--- src/rtl/drd_pkg.sv ---
package drd_pkg;

  // Strobes from control to datapath
  typedef struct packed {
    logic step;  // advance the divider on this rising edge
    logic wrap;  // position is terminal: next position is zero
  } drd_strobe_t;

endpackage

--- src/rtl/drd_ctrl.sv ---
module drd_ctrl
  import drd_pkg::*;
(
  input  logic        clkIn,
  input  logic        enable,
  input  logic        atTerm,
  output drd_strobe_t stb
);

  logic enLatch;

  // Run request captured while the clock is low
  always_ff @(negedge clkIn) begin
    enLatch <= enable;
  end

  // A running divider always finishes its slow period before parking
  always_comb begin
    stb.step = enLatch | ~atTerm;
    stb.wrap = atTerm;
  end

endmodule

--- src/rtl/drd_datapath.sv ---
module drd_datapath
  import drd_pkg::*;
#(
  parameter int RATIO_LO = 4,
  parameter int RATIO_HI = 6
) (
  input  logic        clkIn,
  input  logic        rst,
  input  logic        sixMode,
  input  drd_strobe_t stb,
  output logic        atTerm,
  output logic        halfClk,
  output logic        slowClk,
  output logic        phaseMark
);

  localparam int CNT_W = $clog2(RATIO_HI);
  localparam logic [CNT_W:0] LO_N = RATIO_LO[CNT_W:0];
  localparam logic [CNT_W:0] HI_N = RATIO_HI[CNT_W:0];
  localparam logic [CNT_W-1:0] PARK = CNT_W'(RATIO_HI - 1);

  logic [CNT_W-1:0] cnt;
  logic [CNT_W-1:0] nextCnt;
  logic [CNT_W:0]   ratioN;
  logic [CNT_W:0]   halfN;
  logic             halfQ;
  logic             slowQ;
  logic             phaseQ;

  always_comb begin
    ratioN  = sixMode ? HI_N : LO_N;
    halfN   = ratioN >> 1;
    atTerm  = ({1'b0, cnt} >= (ratioN - 1'b1));
    nextCnt = stb.wrap ? '0 : cnt + 1'b1;
  end

  always_ff @(posedge clkIn) begin
    if (rst) begin
      cnt    <= PARK;
      halfQ  <= 1'b0;
      slowQ  <= 1'b0;
      phaseQ <= 1'b0;
    end else if (stb.step) begin
      cnt    <= nextCnt;
      halfQ  <= ~nextCnt[0];
      slowQ  <= ({1'b0, nextCnt} < halfN);
      phaseQ <= (nextCnt == '0);
    end else begin
      halfQ  <= 1'b0;
      slowQ  <= 1'b0;
      phaseQ <= 1'b0;
    end
  end

  assign halfClk   = halfQ;
  assign slowClk   = slowQ;
  assign phaseMark = phaseQ;


  half_pulse_chk: assert property (@(posedge clkIn) disable iff (rst)
    halfQ |=> !halfQ);


  phase_edge_chk: assert property (@(posedge clkIn) disable iff (rst)
    phaseQ |-> (halfQ && slowQ && $past(!halfQ && !slowQ)));


  slow_full_high_chk: assert property (@(posedge clkIn) disable iff (rst)
    $rose(slowQ) |=> slowQ);


  hold_pos_chk: assert property (@(posedge clkIn) disable iff (rst)
    !stb.step |=> $stable(cnt));


  reset_quiet_chk: assert property (@(posedge clkIn)
    rst |=> (!halfQ && !slowQ && !phaseQ));

endmodule

--- src/rtl/dual_ratio_div.sv ---
module dual_ratio_div #(
  parameter int RATIO_LO = 4,
  parameter int RATIO_HI = 6
) (
  input  logic clkIn,
  input  logic rst,
  input  logic enable,
  input  logic sixMode,
  output logic halfClk,
  output logic slowClk,
  output logic phaseMark
);

  drd_pkg::drd_strobe_t stb;
  logic atTerm;

  drd_ctrl i_ctrl (
    .clkIn  (clkIn),
    .enable (enable),
    .atTerm (atTerm),
    .stb    (stb)
  );

  drd_datapath #(
    .RATIO_LO (RATIO_LO),
    .RATIO_HI (RATIO_HI)
  ) i_dp (
    .clkIn     (clkIn),
    .rst       (rst),
    .sixMode   (sixMode),
    .stb       (stb),
    .atTerm    (atTerm),
    .halfClk   (halfClk),
    .slowClk   (slowClk),
    .phaseMark (phaseMark)
  );

endmodule

--- config.mk ---
export PLATFORM = sky130hd
export DESIGN_NAME = dual_ratio_div
export DESIGN_NICKNAME = d
export VERILOG_FILES = /design/src/rtl/drd_pkg.sv /design/src/rtl/drd_ctrl.sv /design/src/rtl/drd_datapath.sv /design/src/rtl/dual_ratio_div.sv
export SDC_FILE = /design/constraint.sdc
export NUM_CORES = 1
export LEC_CHECK = 0
export ABC_AREA = 1
export BUFFER_PORTS_ARGS = -buffer_cell sky130_fd_sc_hd__clkbuf_2
export CAP_MARGIN = 20
export CORE_AREA = 2 2 39 41
export CTS_CLUSTER_DIAMETER = 120
export CTS_CLUSTER_SIZE = 20
export DETAILED_ROUTE_END_ITERATION = 6
export DIE_AREA = 0 0 41 43
export GPL_ROUTABILITY_DRIVEN = 0
export PLACE_DENSITY = 0.46
export RECOVER_POWER = 50
export SYNTH_ARGS = -nofsm -noshare
export SYNTH_HDL_FRONTEND = slang
export SYNTH_HIERARCHICAL = 1
export SYNTH_SLANG_ARGS = --single-unit
--- constraint.sdc ---
create_clock -name clkIn -period 1.61 [get_ports clkIn]
set_clock_uncertainty 0.15 [all_clocks]
set_input_delay 0.0805 -clock clkIn [delete_from_list [all_inputs] [get_ports clkIn]]
set_output_delay 0.0805 -clock clkIn [all_outputs]
set_load 0.02 [all_outputs]
-- Yosys cells after proc, flatten, opt, wreduce, memory -nomap -nowiden
Cells that the tools add are included.
- register bits: 7
- input port bits: 4
- output and inout port bits: 3
- logic and storage cells: 17
- add/sub/neg operators: 2
- order comparisons: 2
- multiplexer cells: 2
- bitwise gates (word level): 4
- reductions and logical operators: 2
- operators by type and width (kind ; count):
    $ge A3 B4 Y1 ; 1
    $sub A4 B1 Y4 const B ; 1
    $add A3 B1 Y3 const B ; 1
    $logic_not A3 Y1 ; 1
    $lt A3 B3 Y1 ; 1
    $mux W3 ; 1
    $not A1 Y1 ; 3
    $mux W2 ; 1
    $reduce_or A2 Y1 ; 1
    $or A1 B1 Y1 ; 1

-- Longest topological paths before layout
- word-level depth: 7
- depth in mapped cells: 9

-- By module
Netlist, hierarchy kept.
- by module, submodules not included (module ; instances ; cells each ; area an instance (um^2) ; sequential area each (um^2)):
    drd_datapath ; 1 ; 39 ; 282.8 ; 120.1
    drd_ctrl ; 1 ; 5 ; 38.8 ; 20.0

==> flow_summary_export.csv <==
group,metric,value,unit
outcome,outcome,"complete, but fails checks",
outcome,violations,"negative setup slack",
route,drt-total-wl,594,microns
hold_path,min-delay-path-class,"input port to register",
route,viasPerCell,3.986,
setup_path,cp_top_family,"simple AND/OR/NAND/NOR gates",
floorplan,io-pin-count,7,
setup_path,crit_path_end_kind,"register",
sta,grt_setup_unrepaired,"true",
setup_path,crit_type,"register to register",
clock_tree,cts_buffer_depth,2,
route,wl_met3,12,microns
yosys,synth.avg_cell_area,7.308,sq um
placed_design,hpwl,407.3,microns
cells_and_area,antenna_cells,0,
yosys,syn-cell-area,321.6,sq um
route,drt_iter0_markers,7,
floorplan,fp.dieW,41,microns
clock_tree,clk_pin_slew_worst_paths,0.06,ns
placed_design,dp_slack,-0.1857,ns
cells_and_area,area_growth,43.19,%
power_and_ir_drop,p_per_area,1525,nW/um^2
sta,worst_slew_pin_slew,0.3157,ns
route,route.detailed.drc,0,
setup_path,rr_endpoint,"i_dp/cnt[0]",
floorplan,coreArea,1384,sq um
yosys,synthCells,44,
hold_path,holdPathStages,5,
yosys,ys_ff_latch,7,
setup_path,arrival,1.83,ns
clock_tree,cts_root_buffer,"clkbuf_4",
yosys,yosysMostFrequentCell,"inv_1",
global_route,grt_max_degree,6,
yosys,synth_top_cells_by_count,"inv_1, nand2_1, dfxtp_1, nor2_1",
setup_path,r2r-start,"i_ctrl/enLatch",
setup_path,crit_path_top_delay_cell,"dfxtp_1",
setup_path,cp_slowest_stage_delay,0.28,ns
global_route,grt_usage,0.08350,
cells_and_area,final_nets,66,
yosys,synth_top_cell_by_area,"dfxtp_1",
hold_path,hp-start,"rst",
route,drt-met1-wl,280,microns
sta,setup_tns,-1.245,ns
route,dr.pass1.iters,4,
setup_path,path_depth,6,
cells_and_area,layout-drive-gt1-share,0.3621,
global_route,grt_overflow,0,
route,wl_per_cell,8.027,microns
yosys,synthArstFlopShare,0,
power_and_ir_drop,p_leak,0.0002442,uW
setup_path,crit_path_start_kind,"register",
clock_tree,clock-sinks,7,
setup_path,crit_chain,"inv_1 > nand2_2 > nor2_4 > inv_2 > nor2_2 > nor2_1",
floorplan,dieArea,1763,sq um
global_route,grt_pass1_wl,910,microns
route,met2_length,286,microns
global_route,antenna_found_initial,0,
sta,setup_slack,-0.2265,ns
setup_path,path_max_fanout,2,
clock_tree,cts_tree,"yes",
sta,setup_viol,6,
yosys,synth.distinct_cells,11,
sta,relSlewSlack,0.7891,
yosys,seq_area_frac_synth,0.4358,
cells_and_area,seqCellArea,140.1,sq um
yosys,ys_warn_count,6,
clock_tree,clkLatencyLatePin,0.31,ns
route,vias,295,
setup_path,rrSetupSlack,-0.23,ns
global_route,grt_pass1_vias,262,
power_and_ir_drop,total_power,702.3,uW
route,final_antenna_net_count,0,
setup_path,worstRegToRegCells,6,
sta,whs,0.04856,ns
clock_tree,tritoncts.num_buffers,3,
sta,slew_viol_final,0,
setup_path,crit_buf_inv,2,
route,highest_layer,"met4",
yosys,syn-num-nets,51,
yosys,ys.flop_type,"dfxtp_1",
setup_path,cp.required,1.61,ns
yosys,synth-edff-count,0,
cells_and_area,multi_input_area,163.9,sq um
yosys,synth.area.top_cells,"dfxtp_1, inv_1, ha_1",
cells_and_area,fillers,163,
floorplan,initial_utilization,0.2324,
clock_tree,htree_levels,1,
run,drv_cap,0,
sta,final-hold-violation-count,0,
placed_design,dpl_cell_area,394.1,sq um
floorplan,core.rowCount,14,
floorplan,chipHeight,43,microns
hold_path,hold_end,"i_dp/cnt[0]",
placed_design,io_buffers,6,
power_and_ir_drop,peakVddDrop,0.0005360,V
yosys,synth.top_cell.area_share,0.4358,
cells_and_area,final_area,460.4,sq um
==> worst max-delay path by stage <==
| stage | end | from |
|---|---|---|
| 2_1_floorplan | i_dp/cnt[2] | i_ctrl/enLatch |
| 3_3_place_gp | i_dp/phaseMark | i_ctrl/enLatch |
| 3_5_place_dp | i_dp/phaseMark | i_ctrl/enLatch |
| 4_1_cts | i_dp/phaseMark | i_ctrl/enLatch |
| 5_1_grt | i_dp/phaseMark | i_ctrl/enLatch |
| 6_report | i_dp/cnt[0] | i_ctrl/enLatch |
==> kinds of logic (layout without fill, tap and decap cells) <==
family                     after synthesis  in the layout  synth area share
and+or+nand+nor                         17             17            0.2101
buffers and inverters                   12             26            0.1518
DFF                                      7              7            0.4358
AOI/OAI and AO/OA                        5              5           0.08558
adders and majority gates                3              3            0.1167
==> per-stage QoR <==
step | std cells | util
floorplan | 44 | -
global placement | 69 | 0.2848
detailed placement | 69 | 0.2848
CTS | 74 | 0.3201
global route | 74 | 0.3327
finish | 74 | 0.3327
==> sequential cells by signal (all words and copies together) (netlist names) <==
signal,flops
i_dp/slowClk,1
i_ctrl/enLatch,1
i_dp/halfClk,1
i_dp/cnt,3
i_dp/phaseMark,1
==> final cells by class <==
| cell class | count | share of cell area |
|---|---|---|
| multi-input combinational | 25 | 0.3560 |
| sequential | 7 | 0.3043 |
| timing repair buffer | 11 | 0.1495 |
| inverter | 10 | 0.08152 |
| clock buffer | 4 | 0.05707 |
| tap | 16 | 0.04348 |
| clock inverter | 1 | 0.008152 |
==> worst reg2reg max path: cells and delay by family, from the launching register on <==
kind                   cells  cell delay, ns
buffers and inverters      2            0.10
flip-flops                 1            0.28
AND/OR/NAND/NOR            4            0.33
==> layer usage <==
metal,vias to the layer above,track usage
met3,2,0.03141
met1,132,0.08738
met4,0,0.1000
met2,4,0.1094
li1,157,-
met5,-,0
==> layout by cell type, fill, tap and decap left out, types with 2 or more instances in the layout <==
cell type	instances
dfxtp_1	7
clkbuf_4	3
inv_2	2
clkbuf_2	5
nand2_1	6
a21oi_1	2
nor2_1	4
clkbuf_1	2
buf_4	4
inv_1	9
nor2_2	2
nor2_4	2
ha_1	3
==> what timing repair did <==
item	CTS	global route
endpoints found under the setup margin	6	6
gates resized for setup	4	7
setup buffers	0	0
hold endpoints to repair	1	0
pin swaps	2	2
hold buffers	1	0
==> power breakdown <==
group	internal (uW)	total, uW	switching (uW)
clock	98.0	170	72.3
sequential	222	247	24.9
combinational	116	285	169
total	436	702	266
Note: power is estimated with default switching activity, not from simulation.
